<file path="src/rtl/cmdreg_pkg.sv">
package cmdreg_pkg;
  localparam int WORD_W = 16;
  localparam int OP_W   = 4;
  localparam int CH_W   = 4;
  // field positions, bit 15 is the most significant bit
  localparam int RST_POS = 15;
  localparam int OP_LSB  = 8;
  localparam int CH_LSB  = 4;
  localparam int FLG_POS = 0;

  function automatic logic [WORD_W-1:0] live_mask();
    logic [WORD_W-1:0] m;
    m = '0;
    m[RST_POS] = 1'b1;
    m[FLG_POS] = 1'b1;
    for (int i = 0; i < OP_W; i++) m[OP_LSB+i] = 1'b1;
    for (int i = 0; i < CH_W; i++) m[CH_LSB+i] = 1'b1;
    return m;
  endfunction
endpackage

</file>
<file path="src/rtl/cmdreg_word.sv">
module cmdreg_word
  import cmdreg_pkg::*;
(
  input  logic              clk,
  input  logic              rst_n,
  input  logic              wr_en,
  input  logic [WORD_W-1:0] wr_data,
  input  logic              done_hit,
  output logic [WORD_W-1:0] word_q,
  output logic              stb_q
);
  localparam logic [WORD_W-1:0] KEEP = live_mask();

  logic rst_bit, busy_bit;
  assign rst_bit  = word_q[RST_POS];
  assign busy_bit = word_q[FLG_POS];

  always_ff @(posedge clk or negedge rst_n) begin
    if (!rst_n) begin
      word_q <= '0;
      stb_q  <= 1'b0;
    end else begin
      stb_q <= 1'b0;
      if (rst_bit) begin
        word_q <= '0;
      end else if (busy_bit) begin
        if (done_hit) word_q[FLG_POS] <= 1'b0;
      end else if (wr_en) begin
        word_q <= wr_data & KEEP;
        stb_q  <= wr_data[FLG_POS] & ~wr_data[RST_POS];
      end
    end
  end


  locked_write_chk: assert property (@(posedge clk) disable iff (!rst_n)
    (busy_bit && !rst_bit && !done_hit) |=> $stable(word_q));

  reset_selfclear_chk: assert property (@(posedge clk) disable iff (!rst_n)
    rst_bit |=> (word_q == '0));

  idle_done_chk: assert property (@(posedge clk) disable iff (!rst_n)
    (!busy_bit && !wr_en) |=> !word_q[FLG_POS]);

  reserved_zero_chk: assert property (@(posedge clk) disable iff (!rst_n)
    ((word_q & ~KEEP) == '0));
endmodule

</file>
<file path="src/rtl/cmdreg_chan_dec.sv">
module cmdreg_chan_dec
  import cmdreg_pkg::*;
#(
  parameter int NCH = 16
) (
  input  logic            clk,
  input  logic            rst_n,
  input  logic            fire,
  input  logic [CH_W-1:0] chan,
  input  logic [NCH-1:0]  done_in,
  output logic [NCH-1:0]  stb,
  output logic            done_hit
);
  logic [NCH-1:0] hit_vec;

  for (genvar i = 0; i < NCH; i++) begin : g_ch
    assign stb[i]     = fire && (chan == CH_W'(i));
    assign hit_vec[i] = done_in[i] && (chan == CH_W'(i));
  end

  assign done_hit = |hit_vec;


  strobe_onehot_chk: assert property (@(posedge clk) disable iff (!rst_n)
    $onehot0(stb));

  strobe_single_chk: assert property (@(posedge clk) disable iff (!rst_n)
    (|stb) |=> !(|stb));
endmodule

</file>
<file path="src/rtl/cmdreg_rst_seq.sv">
module cmdreg_rst_seq #(
  parameter int RST_CYCLES = 60
) (
  input  logic clk,
  input  logic rst_n,
  input  logic start,
  output logic busy
);
  localparam int CNT_W = $clog2(RST_CYCLES + 1);

  logic [CNT_W-1:0] cnt_q;

  always_ff @(posedge clk or negedge rst_n) begin
    if (!rst_n)              cnt_q <= '0;
    else if (start)          cnt_q <= CNT_W'(RST_CYCLES);
    else if (cnt_q != '0)    cnt_q <= cnt_q - 1'b1;
  end

  assign busy = (cnt_q != '0);


  seq_start_chk: assert property (@(posedge clk) disable iff (!rst_n)
    start |=> busy);

  seq_hold_chk: assert property (@(posedge clk) disable iff (!rst_n)
    (!start && !busy) |=> !busy);
endmodule

</file>
<file path="src/rtl/cmd_mailbox.sv">
module cmd_mailbox
  import cmdreg_pkg::*;
#(
  parameter int NCH        = 16,
  parameter int RST_CYCLES = 60
) (
  input  logic              clk,
  input  logic              rst_n,
  input  logic              wr_en,
  input  logic [WORD_W-1:0] wr_data,
  output logic [WORD_W-1:0] rd_data,
  output logic [NCH-1:0]    cmd_stb,
  output logic [OP_W-1:0]   cmd_op,
  output logic              eng_clear,
  input  logic [NCH-1:0]    done_in,
  output logic              rst_busy
);
  logic [WORD_W-1:0] word_q;
  logic              stb_q;
  logic              done_hit;

  cmdreg_word u_word (
    .clk      (clk),
    .rst_n    (rst_n),
    .wr_en    (wr_en),
    .wr_data  (wr_data),
    .done_hit (done_hit),
    .word_q   (word_q),
    .stb_q    (stb_q)
  );

  cmdreg_chan_dec #(.NCH(NCH)) u_dec (
    .clk      (clk),
    .rst_n    (rst_n),
    .fire     (stb_q),
    .chan     (word_q[CH_LSB +: CH_W]),
    .done_in  (done_in),
    .stb      (cmd_stb),
    .done_hit (done_hit)
  );

  cmdreg_rst_seq #(.RST_CYCLES(RST_CYCLES)) u_seq (
    .clk   (clk),
    .rst_n (rst_n),
    .start (word_q[RST_POS]),
    .busy  (rst_busy)
  );

  assign rd_data   = word_q;
  assign cmd_op    = word_q[OP_LSB +: OP_W];
  assign eng_clear = word_q[RST_POS];


  flag_holds_chk: assert property (@(posedge clk) disable iff (!rst_n)
    (rd_data[FLG_POS] && !rd_data[RST_POS] && !(|done_in)) |=> rd_data[FLG_POS]);
endmodule

</file>
<file path="config.mk">
export PLATFORM = sky130hd
export DESIGN_NAME = cmd_mailbox
export DESIGN_NICKNAME = d
export VERILOG_FILES = /design/src/rtl/cmdreg_pkg.sv /design/src/rtl/cmdreg_word.sv /design/src/rtl/cmdreg_chan_dec.sv /design/src/rtl/cmdreg_rst_seq.sv /design/src/rtl/cmd_mailbox.sv
export SDC_FILE = /design/constraint.sdc
export NUM_CORES = 1
export LEC_CHECK = 0
export BUFFER_PORTS_ARGS = -buffer_cell sky130_fd_sc_hd__buf_2
export CORE_AREA = 2 2 76 78
export CTS_CLUSTER_DIAMETER = 50
export DETAILED_ROUTE_END_ITERATION = 10
export DIE_AREA = 0 0 78 80
export RECOVER_POWER = 25
export REMOVE_ABC_BUFFERS = 1
export SLEW_MARGIN = 10
export SYNTH_ARGS = -nofsm -noshare
export SYNTH_HDL_FRONTEND = slang
export SYNTH_HIERARCHICAL = 1
export SYNTH_SLANG_ARGS = --single-unit
</file>
<file path="constraint.sdc">
create_clock -name clk -period 1.7 [get_ports clk]
set_input_delay 0.085 -clock clk [delete_from_list [all_inputs] [get_ports clk]]
set_output_delay 0.085 -clock clk [all_outputs]
set_load 0.005 [all_outputs]
</file>
* Word-level counts from Yosys, hierarchy flattened
Index checks and enable logic that the tools add are counted.
** Storage, ports and cells
- Bits in registers :: 23
** Operators by class
- Multiplexer cells :: 10
- Reduce and logical (&&, ||, !) cells :: 38
- $add $sub $neg :: 1
- Bitwise operators :: 2
- Equality and inequality tests :: 16
** Operator list (count)
- $eq 4x4->1 const B :: 8
- $logic_and 1x1->1 :: 32
- $mux 16 :: 2
- $eq 4x3->1 const B :: 4
- $reduce_or 16->1 :: 1
- $mux 15 :: 1
- $mux 6 :: 2
- $eq 4x2->1 const B :: 2
- $reduce_bool 6->1 :: 1
- $sub 6x1->6 const B :: 1
- $mux 1 :: 5
- $eq 4x1->1 const B :: 1
- $logic_not 4->1 :: 1
- $reduce_bool 2->1 :: 2
- $ne 2x1->1 const B :: 1
- $reduce_and 2->1 :: 1
- $and 1x1->1 :: 1
- $not 1->1 :: 1

* Depth between registers and ports, before layout
Gate-level depths: netlist (run 1).
- Depth in word-level cells :: 6
- Depth in mapped cells :: 8
- Gate-level depth less buffers :: 6

* Cells and area by module
Netlist (run 1), hierarchy kept.
** By module, submodules not included
- cmdreg_word :: area each 566.8 um^2, seq. area each 275.3 um^2, instances 1, cells an instance 51
- cmdreg_rst_seq :: area each 325.3 um^2, seq. area each 150.1 um^2, instances 1, cells an instance 33
- cmdreg_chan_dec :: area each 317.8 um^2, seq. area each 0.0 um^2, instances 1, cells an instance 47
- cmd_mailbox :: area each 37.5 um^2, seq. area each 0.0 um^2, instances 1, cells an instance 5

* Worst setup path before layout (run 1)
OpenSTA, ideal clock, no wires.
- Kind :: register to register
- Start :: register u_seq.cnt_q[0]
- End :: register u_seq.cnt_q[0]
- Data required time :: 1.575 ns
- Cell stages (with the launch flop) :: 6
- Arrival time :: 1.417 ns
- Path slack :: 0.158 ns
- Library setup time :: 0.125 ns
- Buffers on the path :: 0
- Cells stage by stage :: dfrtp_1 inv_1 ha_1 nor3b_1 nand2_1 mux2_2
** RTL lines
- start, declared :: RTL line cmdreg_rst_seq.sv:11 : logic [CNT_W-1:0] cnt_q;
- start signal, assigned :: RTL line cmdreg_rst_seq.sv:15 : else if (start) cnt_q <= CNT_W'(RST_CYCLES);
- start signal, assigned :: RTL line cmdreg_rst_seq.sv:16 : else if (cnt_q != '0) cnt_q <= cnt_q - 1'b1;
- $reduce_bool 6->1
- via rst_busy :: RTL line cmd_mailbox.sv:16 : output logic rst_busy
- $reduce_bool 2->1 (no line)
The timed path passes the listed nets, and every way through them passes these cells. The select of a mux whose other input is x is not followed.
A chain may end at the register's enable or synchronous reset.

* Final worst setup path (run 1)
- Start :: register u_word.word_q[7]
- End :: output cmd_stb[0]
** Between the ends
- Word-level cells in the longest chain between the ends :: 2
** RTL lines
- start, declared :: RTL line cmdreg_word.sv:9 : output logic [WORD_W-1:0] word_q,
- start signal, assigned :: RTL line cmdreg_word.sv:29 : word_q <= wr_data & KEEP;
- $logic_not 4->1 :: RTL line cmdreg_chan_dec.sv:17 : assign stb[i] = fire && (chan == CH_W'(i));
- $logic_and 1x1->1 :: RTL line cmdreg_chan_dec.sv:17
- end, declared :: RTL line cmd_mailbox.sv:12 : output logic [NCH-1:0] cmd_stb,
Every way passes these cells.

==> insert_results.sql, run 1 <==
INSERT INTO impl_metrics (metric_group, metric, value, unit) VALUES
('cts', 'insertion_delay_to_the_later_sink_of_the_worst_skew_pair', '0.25', 'ns'),
('finish', 'final_core_utilization', '30.30', '%'),
('critical_path', 'timing_worst_setup_path_type', 'reg2out', ''),
('hold_path', 'holdCritPathClass', 'in2reg', ''),
('grt', 'global_route.usage.total', '10.20', '%'),
('power', 'p_total', '1.723', 'mW'),
('finish', 'n_fill_cell', '597', ''),
('cts', 'h-tree-depth', '1', ''),
('yosys', 'syn_area', '1247', 'um^2'),
('critical_path', 'reg2reg_slack', '0.16', 'ns'),
('yosys', 'yosys.cell_count.top_type', 'sky130_fd_sc_hd__dfrtp_1', ''),
('yosys', 'synth_largest_area_cell', 'sky130_fd_sc_hd__dfrtp_1', ''),
('drt', 'antenna_left', '0', ''),
('sta', 'setup-violations-final', '0', ''),
('drt', 'viasPerCell', '4.293', ''),
('finish', 'layout.cell_area.non_filler', '1638', 'um^2'),
('yosys', 'ys.flop_type', 'sky130_fd_sc_hd__dfrtp_1', ''),
('critical_path', 'critPathRequiredTime', '1.62', 'ns'),
('critical_path', 'worst_r2r_startpoint', 'u_word/word_q[4]', ''),
('die', 'floorplan.initialDensity', '23.08', '%'),
('die', 'die_h', '80', 'um'),
('sta', 'fin_setup_tns', '0', 'ns'),
('sta', 'skew', '0.005089', 'ns'),
('yosys', 'synthTopCellsByCount', 'sky130_fd_sc_hd__dfrtp_1 (17), sky130_fd_sc_hd__nor2_1 (15), sky130_fd_sc_hd__buf_4 (13), sky130_fd_sc_hd__nand2b_1 (13), sky130_fd_sc_hd__nand4bb_1 (8)', ''),
('yosys', 'yosys_register_bits', '17', ''),
('finish', 'layout-drive-gt1-share', '41.75', '%'),
('yosys', 'yosysWarningCount', '6', ''),
('sta', 'timing_worst_slew_pin_value', '0.9048', 'ns'),
('die', 'placement_rows', '27', ''),
('yosys', 'synth_edf_count', '0', ''),
('critical_path', 'worst_setup_path_startpoint', 'u_word/word_q[7]', ''),
('power', 'cellPowerDensity', '1052', 'nW/um^2'),
('yosys', 'synthTopCellsByArea', 'sky130_fd_sc_hd__dfrtp_1 (34%), sky130_fd_sc_hd__buf_4 (7.8%), sky130_fd_sc_hd__nand4bb_1 (7.2%), sky130_fd_sc_hd__nand2b_1 (6.5%), sky130_fd_sc_hd__nor2_1 (4.5%)', ''),
('yosys', 'synth_area_per_cell', '9.172', 'um^2'),
('sta', 'fmax', '636.3', 'MHz'),
('drt', 'starting_drc_count_in_detailed_routing', '42', ''),
('yosys', 'post_synth_num_cell_types', '42', ''),
('sta', 'timing.final.max_slew_violations', '0', ''),
('cts', 'cts.sink_count', '17', ''),
('yosys', 'proportion_of_synthesized_chip_area_in_sequential_cells', '34.10', '%'),
('drt', 'detail_route.wirelength', '2.996', 'mm'),
('drt', 'route.detailed.drc', '0', ''),
('finish', 'multi_input_comb_area', '701.9', 'um^2'),
('placed_design', 'routabilityCongestion', '0.7362', ''),
('drt', 'first_pass_iters', '4', ''),
('sta', 'fin_crit_sh', '92.45', '%'),
('cts', 'cts.clk_slew.worst_paths', '0.07', 'ns'),
('cts', 'cts_tree', 'built', ''),
('die', 'dieArea', '6240', 'um^2'),
('finish', 'antenna_fix_cells', '0', ''),
('cts', 'cts_max_path_buffers', '2', ''),
('placed_design', 'dp.final_hpwl', '2.286', 'mm'),
('yosys', 'synth_largest_type_area_fraction', '34.10', '%'),
('yosys', 'synth_cells', '136', ''),
('yosys', 'synthArstFlopShare', '100.0', '%'),
('critical_path', 'critical_path_arrival', '1.49', 'ns'),
('finish', 'relative_area_change_from_synthesis_to_final_layout', '31.29', '%'),
('cts', 'cts_inserted_buffers', '3', ''),
('grt', 'grt_antenna_before_repair', '0', ''),
('sta', 'final.min_clock_period', '1.572', 'ns'),
('sta', 'hold_vio_cnt_final', '0', ''),
('sta', 'unrepaired_setup_endpoints_after_global_routing', 'false', ''),
('placed_design', 'portBuffers', '60', ''),
('status', 'status', 'finished, final reports clean', ''),
('finish', 'register_area', '426.7', 'um^2'),
('power', 'p_leak', '0.7901', 'nW'),
('critical_path', 'crit_path_max_fanout', '6', ''),
('sta', 'relSlewSlack', '39.68', '%'),
('die', 'floorplan.core_area', '5405', 'um^2'),
('flow_run', 'timing.max_cap.violations', '0', ''),
('grt', 'first_global_vias', '1047', '');
==> registers in the layout (all words and copies together), names as in the netlist <==
name           cells
u_seq/cnt_q        6
u_word/stb_q       1
u_word/word_q     10
==> power by group <==
group	internal [mW]	switching (mW)	leakage [nW]	total, mW
logic	0.392	0.323	0.559	0.716
registers	0.527	0.176	0.206	0.703
clock network	0.163	0.142	0.0255	0.304
==> worst min path at each step <==
stage	startpoint	endpoint	depth (start not counted)
after floorplan	rst_n	u_seq/cnt_q[0]	0
after global placement	rst_n	u_seq/cnt_q[1]	1
after detailed placement	rst_n	u_seq/cnt_q[0]	1
after CTS	wr_data[15]	u_word/word_q[15]	2
after global routing	wr_data[15]	u_word/word_q[15]	2
final	wr_data[15]	u_word/word_q[15]	2
==> routing by layer <==
| metal | global-route usage [%] | share of wire (%) | vias to the layer above |
|---|---|---|---|
| met1 | 14.22 | 44 | 511 |
| li1 | - | - | 582 |
| met4 | 3.158 | 0.90 | 0 |
| met5 | 0 | 0 | - |
| met2 | 16.38 | 48 | 46 |
| met3 | 1.357 | 7.1 | 3 |
==> cell usage in the layout, fill, tap and decap left out, drive strengths merged <==
| master | Yosys | routed |
|---|---|---|
| buf | 16 | 65 |
| dfrtp | 17 | 17 |
| nor2 | 15 | 15 |
| nand2b | 13 | 13 |
| o21ai | 10 | 10 |
| nand4bb | 8 | 8 |
| conb | 1 | 6 |
| nor3 | 6 | 6 |
| nand2 | 5 | 5 |
| inv | 5 | 5 |
| mux2i | 4 | 4 |
| clkbuf | 2 | 4 |
| a221oi | 4 | 4 |
| nand3b | 3 | 3 |
| a21oi | 3 | 3 |
| and2b | 3 | 3 |
| nand3 | 2 | 2 |
| ha | 2 | 2 |
| or4 | 2 | 2 |
| clkinv | 0 | 1 |
| dlygate4sd3 | 0 | 1 |
| or3b | 1 | 1 |
| a22o | 1 | 1 |
| or2 | 1 | 1 |
| o22ai | 1 | 1 |
| o221ai | 1 | 1 |
| o41ai | 1 | 1 |
| nor3b | 1 | 1 |
| a21boi | 1 | 1 |
| a311o | 1 | 1 |
| o31ai | 1 | 1 |
| o211ai | 1 | 1 |
| a211o | 1 | 1 |
| mux2 | 1 | 1 |
| and3b | 1 | 1 |
| and4bb | 1 | 1 |
==> final cells by class <==
cell class,count,area share [%]
Multi-Input combinational cell,101,42.86
Sequential cell,17,26.05
Timing Repair Buffer,67,21.62
Tap cell,72,5.500
Clock buffer,3,2.521
Inverter,5,1.146
Clock inverter,1,0.3056
==> repair_timing <==
| item | CTS | global route |
|---|---|---|
| buffers inserted | 0 | 0 |
| setup endpoints to repair | 0 | 3 |
| resized for setup | 0 | 4 |
| hold buffers | 1 | 0 |
| endpoints found under the hold margin | 17 | 0 |
==> per-stage QoR <==
stage	setup slack [ns]	hold slack (ns)	instances
after global placement	0.1721	0.03062	261
after detailed placement	0.1530	0.03343	261
after floorplan	0.1579	-0.2106	123
after CTS	0.05028	0.08112	266
final	0.1283	0.08642	266
after global routing	0.008191	0.1006	266
==> logic make-up (layout without fill, tap and decap cells) <==
family | after synthesis | after routing | synth area share, %
compound gates | 26 | 26 | 15.05
flops | 17 | 17 | 34.10
buf+inv | 23 | 76 | 12.14
fa+ha+maj | 2 | 2 | 2.006
other cells | 1 | 6 | 0.3006
simple gates | 62 | 62 | 32.30
mux | 5 | 5 | 4.112
==> critical path: stages, from the launching register on <==
cell                      delay (ns)
sky130_fd_sc_hd__dfrtp_1        0.42
sky130_fd_sc_hd__buf_4          0.16
sky130_fd_sc_hd__or3b_4         0.42
sky130_fd_sc_hd__nor3_2         0.10
sky130_fd_sc_hd__buf_2          0.13
(Power assumes the default switching activity.)
==> inputs of run 2 (changes only) <==
--- a/config.mk
+++ b/config.mk
@@ -6,14 +6,13 @@
 export NUM_CORES = 1
 export LEC_CHECK = 0
 export BUFFER_PORTS_ARGS = -buffer_cell sky130_fd_sc_hd__buf_2
-export CORE_AREA = 2 2 76 78
+export CORE_AREA = 2 2 72 74
 export CTS_CLUSTER_DIAMETER = 50
 export DETAILED_ROUTE_END_ITERATION = 10
-export DIE_AREA = 0 0 78 80
+export DIE_AREA = 0 0 74 76
 export RECOVER_POWER = 25
 export REMOVE_ABC_BUFFERS = 1
 export SLEW_MARGIN = 10
 export SYNTH_ARGS = -nofsm -noshare
 export SYNTH_HDL_FRONTEND = slang
-export SYNTH_HIERARCHICAL = 1
 export SYNTH_SLANG_ARGS = --single-unit
==> insert_results.sql, run 2 <==
INSERT INTO impl_metrics (metric_group, metric, value, unit) VALUES
('status', 'status', 'finished, final reports clean', ''),
('cts', 'h-tree-depth', '1', ''),
('placed_design', 'dpl.cell_count', '261', ''),
('die', 'num_io_pins', '73', ''),
('finish', 'layout_commonest_cell', 'sky130_fd_sc_hd__buf_2', ''),
('drt', 'detail_route.wirelength', '2.868', 'mm'),
('finish', 'largest_register_ff_count', '10', ''),
('die', 'dieWidth', '74', 'um'),
('finish', 'relative_area_change_from_synthesis_to_final_layout', '33.78', '%'),
('yosys', 'syn_area', '1126', 'um^2'),
('yosys', 'yosys.cell_count.top_type', 'sky130_fd_sc_hd__nand2_1', ''),
('flow_run', 'timing.max_cap.violations', '0', ''),
('sta', 'skew', '0.002499', 'ns'),
('critical_path', 'critical_path_arrival', '1.64', 'ns'),
('sta', 'fin_crit_sh', '89.58', '%'),
('yosys', 'yosys_register_bits', '17', ''),
('grt', 'first_global_vias', '1025', ''),
('finish', 'antenna_fix_cells', '0', ''),
('yosys', 'post_synth_num_cell_types', '35', ''),
('yosys', 'synth_largest_area_cell', 'sky130_fd_sc_hd__dfrtp_1', ''),
('finish', 'registers.top_by_ff_count', 'u_word.word_q', ''),
('die', 'die_h', '76', 'um'),
('yosys', 'ys.flop_type', 'sky130_fd_sc_hd__dfrtp_1', ''),
('critical_path', 'depth_of_the_worst_register_to_register_path', '4', ''),
('critical_path', 'reg2reg_slack', '0.18', 'ns'),
('critical_path', 'critPathCaptureType', 'flop', ''),
('die', 'floorplan.initialDensity', '22.92', '%'),
('die', 'placement_rows', '26', ''),
('critical_path', 'critical_path.cell_chain', 'nand2b_1 -> o32ai_1 -> o21a_1 -> o31ai_2', ''),
('critical_path', 'max_stage_delay', '0.53', 'ns'),
('power', 'vdd.ir_drop.worst', '0.0008247', 'V'),
('critical_path', 'cp-endpoint', 'u_word.word_q[0]', ''),
('power', 'cellPowerDensity', '1243', 'nW/um^2'),
('sta', 'unrepaired_setup_endpoints_after_global_routing', 'false', ''),
('drt', 'starting_drc_count_in_detailed_routing', '22', ''),
('drt', 'route.detailed.drc', '0', ''),
('sta', 'setup-violations-final', '0', ''),
('critical_path', 'timing_worst_setup_path_type', 'reg2reg', ''),
('yosys', 'synth_largest_type_area_fraction', '37.78', '%'),
('placed_design', 'pre_cts_slack', '0.1748', 'ns'),
('drt', 'detail_route.wl_per_cell', '10.74', 'um'),
('critical_path', 'critical_path.slowest_cell', 'sky130_fd_sc_hd__dfrtp_1', ''),
('drt', 'antenna_left', '0', ''),
('critical_path', 'r2r_end', 'u_word.word_q[0]', ''),
('grt', 'globalRouteMet1Util', '12.81', '%'),
('critical_path', 'critPathRequiredTime', '1.82', 'ns'),
('grt', 'global_route.usage.met2', '17.23', '%'),
('cts', 'cts_repair_resize_count', '0', ''),
('finish', 'reg.largest.list', 'u_word.word_q (10), u_seq.cnt_q (6), u_word.stb_q (1)', ''),
('placed_design', 'routabilityCongestion', '0.8087', ''),
('yosys', 'synth_cells', '139', ''),
('yosys', 'synth_area_per_cell', '8.101', 'um^2'),
('sta', 'final.min_clock_period', '1.523', 'ns'),
('cts', 'cts_inserted_buffers', '3', ''),
('critical_path', 'worst_setup_path_start_kind', 'flop', ''),
('cts', 'cts_tree', 'built', ''),
('die', 'dieArea', '5624', 'um^2'),
('sta', 'hold_vio_cnt_final', '0', ''),
('grt', 'global_route.usage.total', '9.987', '%'),
('drt', 'viasPerCell', '4.195', ''),
('sta', 'fin_setup_tns', '0', 'ns'),
('cts', 'cts_max_path_buffers', '2', ''),
('critical_path', 'crit_path_max_fanout', '16', ''),
('yosys', 'yosysWarningCount', '0', ''),
('cts', 'cts.hold.buffers_added', '2', ''),
('yosys', 'synthTopCellsByArea', 'sky130_fd_sc_hd__dfrtp_1 (38%), sky130_fd_sc_hd__buf_4 (7.3%), sky130_fd_sc_hd__nand2_1 (6.7%), sky130_fd_sc_hd__nor2_1 (6.3%), sky130_fd_sc_hd__nand3b_1 (4.0%)', ''),
('power', 'p_leak', '0.7489', 'nW'),
('placed_design', 'dp.final_hpwl', '2.217', 'mm'),
('grt', 'grt_antenna_before_repair', '0', ''),
('grt', 'top_usage_layer', 'met2', ''),
('finish', 'most-common-layout-cells', 'sky130_fd_sc_hd__buf_2 (59), sky130_fd_sc_hd__nand2_1 (20), sky130_fd_sc_hd__nor2_1 (19)', ''),
('power', 'p_total', '1.873', 'mW'),
('sta', 'worst_slack', '0.1772', 'ns'),
('placed_design', 'portBuffers', '60', ''),
('yosys', 'proportion_of_synthesized_chip_area_in_sequential_cells', '37.78', '%'),
('grt', 'grt_first_pass_wirelength', '4.588', 'mm'),
('yosys', 'synthArstFlopShare', '100.0', '%'),
('cts', 'insertion_delay_to_the_later_sink_of_the_worst_skew_pair', '0.25', 'ns'),
('sta', 'timing_worst_slew_pin_value', '0.9485', 'ns'),
('cts', 'cts.clk_slew.worst_paths', '0.07', 'ns'),
('sta', 'timing.final.max_slew_violations', '0', ''),
('grt', 'grt.overflow.total', '0', ''),
('finish', 'layout.cell_area.non_filler', '1506', 'um^2'),
('finish', 'layout_cells_excl_fill', '267', ''),
('yosys', 'synthTopCellsByCount', 'sky130_fd_sc_hd__nand2_1 (20), sky130_fd_sc_hd__nor2_1 (19), sky130_fd_sc_hd__dfrtp_1 (17)', ''),
('placed_design', 'dpl_cell_area', '1441', 'um^2'),
('drt', 'first_pass_iters', '4', ''),
('cts', 'cts.sink_count', '17', ''),
('drt', 'number_of_vias_in_the_routed_layout', '1120', ''),
('hold_path', 'holdCritPathClass', 'in2reg', ''),
('die', 'floorplan.core_area', '4912', 'um^2'),
('sta', 'fmax', '656.7', 'MHz'),
('critical_path', 'worst_r2r_startpoint', 'u_word.word_q[4]', ''),
('cts', 'clock_tree_root', 'sky130_fd_sc_hd__clkbuf_8', ''),
('sta', 'relSlewSlack', '36.76', '%'),
('grt', 'grt_max_degree', '18', ''),
('critical_path', 'worst_setup_path_startpoint', 'u_word.word_q[4]', ''),
('finish', 'layout-drive-gt1-share', '35.03', '%'),
('finish', 'finalNetCount', '234', ''),
('yosys', 'synth_edf_count', '0', ''),
('grt', 'grtUsageMet3', '2.910', '%'),
('cts', 'post-cts-setup-buffer-count', '0', '');
-- run 2: cell count changes in the layout (fill, tap and decap cells not counted), moves of 3 or more --
| cell | previous run | this run |
|---|---|---|
| sky130_fd_sc_hd__nand2_1 | 5 | 20 |
| sky130_fd_sc_hd__nand2b_1 | 13 | 5 |
| sky130_fd_sc_hd__nand4bb_1 | 8 | 0 |
| sky130_fd_sc_hd__nand3_1 | 2 | 8 |
| sky130_fd_sc_hd__a21oi_1 | 3 | 8 |
| sky130_fd_sc_hd__o21ai_1 | 6 | 1 |
| sky130_fd_sc_hd__nor2_1 | 15 | 19 |
| sky130_fd_sc_hd__nor3b_1 | 0 | 4 |
| sky130_fd_sc_hd__o21ai_0 | 4 | 0 |
| sky130_fd_sc_hd__a221oi_1 | 3 | 0 |
| sky130_fd_sc_hd__nand3b_1 | 3 | 6 |
-- run 2: routing by layer --
metal  vias up  wire length (um)
met5         -                 0
met4         0                 0
met3         0               210
met2        39              1372
met1       505              1285
li1        576                 -
-- run 2: worst max-delay path, delay by kind of cell, from the launching register on --
kind | cells | cell delay (ns)
AO/OA/AOI/OAI | 3 | 0.58
AND/OR/NAND/NOR | 1 | 0.28
flip-flops | 1 | 0.53
-- run 2: worst min-delay path by stage --
stage / startpoint / end / slack (ns) / depth (start not counted)
final: wr_data[8] / u_word.word_q[8] / 0.06 / 3
after global routing: wr_data[8] / u_word.word_q[8] / 0.07 / 3
after CTS: wr_data[4] / u_word.word_q[4] / 0.06 / 3
after detailed placement: rst_n / u_seq.cnt_q[1] / 0.03 / 1
after global placement: rst_n / u_seq.cnt_q[1] / 0.04 / 1
after floorplan: rst_n / u_seq.cnt_q[0] / -0.21 / 0
-- run 2: cells by family (layout without fill, tap and decap cells) --
family / count (synthesis) / after routing / synth area share (%)
AND/OR/NAND/NOR: 70 / 70 / 30.22
buffers and inverters: 24 / 77 / 13.44
AO/OA/AOI/OAI: 23 / 23 / 14.56
flip-flops: 17 / 17 / 37.78
multiplexers: 2 / 2 / 1.778
adder cells (fa/ha/maj): 1 / 1 / 1.111
other: 1 / 6 / 0.3330
XOR/XNOR: 1 / 1 / 0.7779
-- run 2: power by group --
part	switching, mW	internal [mW]	total [mW]	leakage, nW
registers	0.208	0.560	0.768	0.207
clock network	0.138	0.162	0.300	0.0255
logic	0.396	0.408	0.804	0.516
-- run 2: per-stage QoR --
stage	hold WS, ns	util, %
6_report	0.06188	30.67
5_1_grt	0.06697	30.67
4_1_cts	0.05619	30.69
3_5_place_dp	0.03461	29.34
3_3_place_gp	0.03977	29.34
2_1_floorplan	-0.2106	-
-- run 2: cell type report --
class                      count  area (um^2)
clock buffer                   3        41.29
clock inverter                 1        5.005
fill                         538         3406
inverter                       6        22.52
multi-input combinational    103        568.0
sequential                    17        425.4
tap                           70        87.58
timing repair buffer          67        356.6
